[config.mk]
export PLATFORM = sky130hd
export DESIGN_NAME = bf16_pipe_mul
export DESIGN_NICKNAME = d
export VERILOG_FILES = /design/src/rtl/bf16_mul_pkg.sv /design/src/rtl/bf16_mul_front.sv /design/src/rtl/bf16_mul_round.sv /design/src/rtl/bf16_pipe_mul.sv
export SDC_FILE = /design/constraint.sdc
export NUM_CORES = 1
export LEC_CHECK = 0
export ABC_AREA = 1
export BUFFER_PORTS_ARGS = -buffer_cell sky130_fd_sc_hd__buf_2
export CORE_MARGIN = 1
export CORE_UTILIZATION = 50
export DETAILED_ROUTE_END_ITERATION = 16
export PLACE_DENSITY = 0.77
export SYNTH_ARGS = -nofsm -noshare
export SYNTH_HDL_FRONTEND = slang
export SYNTH_HIERARCHICAL = 1
export SYNTH_SLANG_ARGS = --single-unit
[constraint.sdc]
create_clock -name clk -period 5.9 [get_ports clk]
set_clock_uncertainty 0.05 [all_clocks]
set_input_delay 1.18 -clock clk [delete_from_list [all_inputs] [get_ports clk]]
set_output_delay 1.18 -clock clk [all_outputs]
set_load 0.05 [all_outputs]
[src/rtl/bf16_mul_pkg.sv]
package bf16_mul_pkg;

    localparam int EXP_W   = 8;
    localparam int MAN_W   = 7;
    localparam int SIG_W   = MAN_W + 1;
    localparam int PROD_W  = 2 * SIG_W;
    localparam int WORD_W  = 1 + EXP_W + MAN_W;
    localparam int XEXP_W  = EXP_W + 2;
    localparam int BIAS    = (1 << (EXP_W - 1)) - 1;
    localparam int EXP_TOP = (1 << EXP_W) - 1;

    localparam logic signed [XEXP_W-1:0] EXP_SAT  = XEXP_W'(EXP_TOP);
    localparam logic signed [XEXP_W-1:0] EXP_BIAS = XEXP_W'(BIAS);

    typedef struct packed {
        logic             sign;
        logic [EXP_W-1:0] exp;
        logic [MAN_W-1:0] man;
    } bf16_t;

    typedef struct packed {
        logic                     sign;
        logic                     zero;
        logic signed [XEXP_W-1:0] exp;
        logic [PROD_W-1:0]        prod;
    } mul_raw_t;

    function automatic bf16_t signed_zero(input logic s);
        bf16_t r;
        r.sign = s;
        r.exp  = '0;
        r.man  = '0;
        return r;
    endfunction

    function automatic bf16_t max_finite(input logic s);
        bf16_t r;
        r.sign = s;
        r.exp  = EXP_W'(EXP_TOP - 1);
        r.man  = '1;
        return r;
    endfunction

endpackage

[src/rtl/bf16_mul_front.sv]
module bf16_mul_front
    import bf16_mul_pkg::*;
(
    input  logic     clk,
    input  logic     rst,
    input  logic     in_valid,
    input  bf16_t    op_a,
    input  bf16_t    op_b,
    output logic     s1_valid,
    output mul_raw_t s1_raw
);

    mul_raw_t raw_d;

    always_comb begin
        raw_d.sign = op_a.sign ^ op_b.sign;
        raw_d.zero = (op_a.exp == '0) || (op_b.exp == '0);
        raw_d.exp  = $signed(XEXP_W'(op_a.exp)) + $signed(XEXP_W'(op_b.exp)) - EXP_BIAS;
        raw_d.prod = {1'b1, op_a.man} * {1'b1, op_b.man};
    end

    always_ff @(posedge clk) begin
        if (rst) begin
            s1_valid <= 1'b0;
            s1_raw   <= '0;
        end else begin
            s1_valid <= in_valid;
            s1_raw   <= raw_d;
        end
    end

endmodule

[src/rtl/bf16_mul_round.sv]
module bf16_mul_round
    import bf16_mul_pkg::*;
(
    input  logic     clk,
    input  logic     rst,
    input  logic     s1_valid,
    input  mul_raw_t s1_raw,
    output logic     s2_valid,
    output bf16_t    s2_res
);

    logic                     hi;
    logic [PROD_W-2:0]        tail;
    logic [MAN_W-1:0]         keep;
    logic                     guard;
    logic                     sticky;
    logic                     rnd;
    logic [MAN_W:0]           man_r;
    logic signed [XEXP_W-1:0] exp_n;
    logic signed [XEXP_W-1:0] exp_r;
    bf16_t                    res_d;

    always_comb begin
        hi     = s1_raw.prod[PROD_W-1];
        tail   = hi ? s1_raw.prod[PROD_W-2:0] : {s1_raw.prod[PROD_W-3:0], 1'b0};
        keep   = tail[PROD_W-2 -: MAN_W];
        guard  = tail[PROD_W-2-MAN_W];
        sticky = |tail[PROD_W-3-MAN_W:0];
        rnd    = guard & (sticky | keep[0]);
        man_r  = {1'b0, keep} + (MAN_W+1)'(rnd);
        exp_n  = s1_raw.exp + $signed(XEXP_W'(hi));
        exp_r  = exp_n + $signed(XEXP_W'(man_r[MAN_W]));

        if (s1_raw.zero) begin
            res_d = signed_zero(s1_raw.sign);
        end else if (exp_r >= EXP_SAT) begin
            res_d = max_finite(s1_raw.sign);
        end else if (exp_r <= 0) begin
            res_d = signed_zero(s1_raw.sign);
        end else begin
            res_d.sign = s1_raw.sign;
            res_d.exp  = exp_r[EXP_W-1:0];
            res_d.man  = man_r[MAN_W-1:0];
        end
    end

    always_ff @(posedge clk) begin
        if (rst) begin
            s2_valid <= 1'b0;
            s2_res   <= '0;
        end else begin
            s2_valid <= s1_valid;
            s2_res   <= res_d;
        end
    end

endmodule

[src/rtl/bf16_pipe_mul.sv]
module bf16_pipe_mul
    import bf16_mul_pkg::*;
(
    input  logic              clk,
    input  logic              rst,
    input  logic              in_valid,
    input  logic [WORD_W-1:0] in_a,
    input  logic [WORD_W-1:0] in_b,
    output logic              out_valid,
    output logic [WORD_W-1:0] out_prod
);

    bf16_t    op_a;
    bf16_t    op_b;
    logic     s1_valid;
    mul_raw_t s1_raw;
    bf16_t    s2_res;

    assign op_a = in_a;
    assign op_b = in_b;

    bf16_mul_front u_front (
        .clk      (clk),
        .rst      (rst),
        .in_valid (in_valid),
        .op_a     (op_a),
        .op_b     (op_b),
        .s1_valid (s1_valid),
        .s1_raw   (s1_raw)
    );

    bf16_mul_round u_round (
        .clk      (clk),
        .rst      (rst),
        .s1_valid (s1_valid),
        .s1_raw   (s1_raw),
        .s2_valid (out_valid),
        .s2_res   (s2_res)
    );

    assign out_prod = s2_res;

endmodule

* Word level (Yosys, flattened, before mapping)
Cells that the tools add are included.
** Storage, ports and cells
- Bits in registers :: 46
- Input bits :: 35
- Word-level logic and storage cells :: 30
** Cells by class
- Add/sub/neg operators :: 5
- Multipliers :: 1
- Magnitude comparators :: 2
- Muxes and demuxes :: 3
- Bitwise logic cells :: 3
- Reductions and logical operators :: 6
** Operators by type and width (count)
- 2-to-1 mux 15 bit :: 3
- adder 10 x 2 -> 10 bit :: 2
- logical NOT 8 bit :: 2
- multiplier 8 x 8 -> 16 bit :: 1
- >= comparator 10 x 9 -> 1 bit (second input constant) :: 1
- <= comparator 10 x 1 -> 1 bit (second input constant) :: 1
- subtractor 10 x 8 -> 10 bit (second input constant) :: 1
- adder 8 x 8 -> 9 bit :: 1
- adder 7 x 1 -> 8 bit :: 1
- OR reduction 7 bit :: 1
- OR reduction 4 bit :: 1
- OR reduction 2 bit :: 1
- AND 1 bit :: 1
- logical OR 1 bit :: 1
- bitwise OR 1 bit :: 1
- XOR 1 bit :: 1

* Longest topological paths before layout
- Word-level depth :: 9
- Depth in mapped cells :: 21
- Mapped depth without buffers :: 20

* Hierarchy
Netlist, hierarchy kept.
** By module, submodules not included
- bf16_mul_front :: instances 1, cells an instance 496, area an instance 3508.4 sq um, sequential area each 580.6 sq um
- bf16_mul_round :: instances 1, cells an instance 206, area an instance 1266.2 sq um, sequential area each 340.3 sq um

* Worst setup path after synthesis
Ideal clock, no wire load.
- Kind :: input to register
- Start point :: in in_a[1]
- End point :: reg, netlist name u_front/s1_raw[15]
- Arrival :: 4.620 ns
- Required time :: 5.788 ns
- Path slack :: 1.168 ns
- Stages :: 19
- Buffers on the path :: 1
- Path through :: clkbuf_1 > inv_1 > fa_1 > inv_1 > fa_1 > fa_1 > inv_1 > fa_1 > inv_1 > ha_1 > nand2_1 > nand2_1 > nand2_1 > nand2_1 > nand2_1 > nand3_1 > nand2_1 > clkinv_1 > nor2_2
** On the way
- Longest elaborated chain between the ends :: 1
** Ends and longest elaborated chain
- start, declared :: RTL line bf16_pipe_mul.sv:7 : input logic [WORD_W-1:0] in_a,
- multiplier 8 x 8 -> 16 bit :: RTL line bf16_mul_front.sv:19 : raw_d.prod = {1'b1, op_a.man} * {1'b1, op_b.man};
Every way passes these cells.
A chain may end at the register's enable or synchronous reset.

* Worst setup path in the final report
- Start point :: in in_a[1]
- End point :: reg, netlist name u_front/s1_raw[15]
** On the way
- Longest elaborated chain between the ends :: 1
** Ends and longest elaborated chain (RTL line)
- multiplier 8 x 8 -> 16 bit :: bf16_mul_front.sv:19
Every way passes these cells.

==> impl_metrics.toml <==
[clock_tree]
cts_buffer_depth = 2
clock_latency_ns = 0.30
post_cts_buffers = 0
cts_tree = "built"
cts_buffers = 5
cts_hold_buf = 0
ctsResizeCount = 0
cts_sinks = 46
cts_max_level = 2
path_clk_slew_ns = 0.09
clock_tree.root_cell = "clkbuf_8"

[floorplanning]
fp.dieW_um = 99.72
dieArea_um2 = 9944
die_y_um = 99.72
rows = 35
core_area_um2 = 9240
initial_core_util = 0.5167
top_level_ports = 52

[route]
drtIter0Drc = 201
routed_via_density = 4.583
totalWireLength_um = 8930
wl_met1_um = 4185
dr_wl_met2_um = 4404
route.detailed.drc = 0
wl_per_cell_um = 10.17
vias = 4024
highest-signal-layer = "met4"
drtAntennaViolNets = 0
firstDrtPassIters = 5
routed-wl-met3_um = 241

[place]
port_buffers = 51
place_area_um2 = 5126
place_congestion = 0.8737
dp_hpwl_um = 7668

[critical_path]
critPathMaxFanout = 8
worstSetupPathType = "in2reg"
startpoint = "in_a[1]"
endpoint_kind = "register"
start_kind = "input pin"
cpPeakStageDelay_ns = 0.55
cp_slowest_cell = "fa_1"
worstPathArrival_ns = 4.72
timing.rr.start = "u_front/s1_raw[15]"
critPathRequiredTime_ns = 6.10
crit_chain = "buf_2, inv_1, fa_1, inv_1, fa_1, fa_1, inv_1, fa_1, inv_1, ha_1, nand2_1, nand2_1, nand2_1, nand2_1, nand2_1, nand3_1, nand2_1, clkinv_1, nor2_2"
crit_top_cell = "nand2_1"

[timing]
relSlewSlack = 0.5959
fin_setup_tns_ns = 0
maxSlewViolCount = 0
final-setup-viol-count = 0
period_needed_ns = 4.520
final_hold_viol_count = 0
tightest_slew_ns = 0.6039
grt_setup_unrepaired = "false"
fin_crit_sh = 0.7660
clock.fmax_mhz = 221.3

[power]
ir_worst_vdd_uv = 146.2
p_per_area_nw_per_um2 = 323.9
power.leakage_nw = 3.192

[final_layout]
synthToLayoutAreaGrowth_pct = 9.408
nNetsFinal = 873
nFillCells = 866
drive_gt1_frac = 0.1348
n_antenna_cell = 0
final_area_um2 = 5224

[synthesis]
syn_inst = 702
synth_area_per_cell_um2 = 6.801
yosysSeqAreaShare = 0.1929
ys_types = 32
syn-cell-area_um2 = 4775
ys_seq_elements = 46
synth_fp_nets = 827
ys_warn_count = 6

[global_routing]
antenna_found_initial = 0
grt_usage = 0.1989
grt_pass1_vias = 3900
grt_pass1_wl_um = 16270
grt_overflow_total = 0
grt_max_degree = 20

[hold_path]
min_from = "u_front/s1_raw[27]"
hp-class = "reg2reg"

[flow_run]
drv_cap = 0

[run_status]
outcome = "complete, no violations"
[final cells by class]
class / count / area (µm²) / share of cell area
clock buffers: 5 / 68.82 / 0.01317
clock inverters: 3 / 28.78 / 0.005509
inverters: 189 / 709.4 / 0.1358
multi-input cells: 455 / 3079 / 0.5895
flip-flops and latches: 46 / 920.9 / 0.1763
well taps: 129 / 161.4 / 0.03090
repair buffers: 51 / 255.2 / 0.04886
[through the flow]
step / power [mW] / setup slack [ns] / hold slack [ns] / std cells / util
3_3_place_gp: 1.474 / 1.157 / 0.3424 / 870 / 0.5548
4_1_cts: 1.703 / 1.383 / 0.3621 / 878 / 0.5653
5_1_grt: 1.891 / 1.074 / 0.3827 / 878 / 0.5653
6_report: 1.692 / 1.380 / 0.3589 / 878 / 0.5653
2_1_floorplan: 1.285 / 1.168 / 0.3383 / 702 / -
3_5_place_dp: 1.496 / 1.056 / 0.3471 / 870 / 0.5548
[worst max-delay path, delay by kind of cell]
kind                       cells  cell delay (ns)
and+or+nand+nor                8             0.62
buffers and inverters          6             0.45
adders and majority gates      5             2.45
[kinds of logic after synthesis]
kind of cell               synth area share
AOI/OAI and AO/OA                   0.05163
and+or+nand+nor                      0.2904
adders and majority gates            0.2956
xor gates and xnor gates           0.007339
buffers and inverters                0.1622
DFF                                  0.1929
[path summary, 6_finish.rpt]
check	slack (ns)	endpoint	depth (start not counted)
worst min register to register	0.36	u_round/s2_res[15]	2
worst max-delay path	1.38	u_front/s1_raw[15]	19
worst min-delay path	0.36	u_round/s2_res[15]	2
worst max register to register	2.79	u_round/s2_res[6]	16
[layer usage]
metal  up-vias  GRT usage
met2        66     0.3645
met3        10    0.02460
li1       2164          -
met4         0    0.05090
met1      1784     0.2457
met5         -          0
[synth_stat cells]
cell	n	share of area
a21oi_1	23	0.024
a21oi_2	2	0.0037
buf_2	1	0.0010
buf_4	3	0.0047
buf_6	1	0.0024
clkbuf_1	7	0.0055
clkinv_1	1	0.00079
dfxtp_1	46	0.19
fa_1	38	0.16
ha_1	52	0.14
inv_1	182	0.14
inv_2	6	0.0047
nand2_1	186	0.15
nand2_2	16	0.021
nand2_4	2	0.0047
nand3_1	27	0.028
nand3_2	3	0.0063
nand4_1	8	0.010
nand4_2	1	0.0026
nor2_1	59	0.046
nor2_2	7	0.0092
nor2_4	2	0.0047
nor2_8	1	0.0042
nor3_1	1	0.0010
nor4_1	3	0.0039
o21ai_0	14	0.015
o21ai_1	1	0.0010
o21ai_4	1	0.0034
o21bai_1	3	0.0047
or2_2	1	0.0013
xnor2_1	1	0.0018
xor2_1	3	0.0055
[layout by cell type (no fill, tap or decap), types with 8 or more instances in the layout]
cell type,count
nand3_1,27
fa_1,38
buf_2,51
ha_1,52
dfxtp_1,46
nor2_1,59
a21oi_1,23
inv_1,182
nand2_2,16
nand4_1,8
nand2_1,186
o21ai_0,14
[where the power goes]
part / internal [mW] / switching, mW / leakage, nW / total, mW
clock: 0.0884 / 0.111 / 0.0506 / 0.199
combinational: 0.367 / 0.709 / 2.76 / 1.08
sequential: 0.382 / 0.0355 / 0.382 / 0.417
total: 0.837 / 0.855 / 3.19 / 1.69
[flip-flops by register name (all words and copies together) (netlist names)]
register          cells
u_front/s1_raw       28
u_front/s1_valid      1
u_round/s2_valid      1
u_round/s2_res       16
No activity file was read; power rests on OpenSTA's default activity.
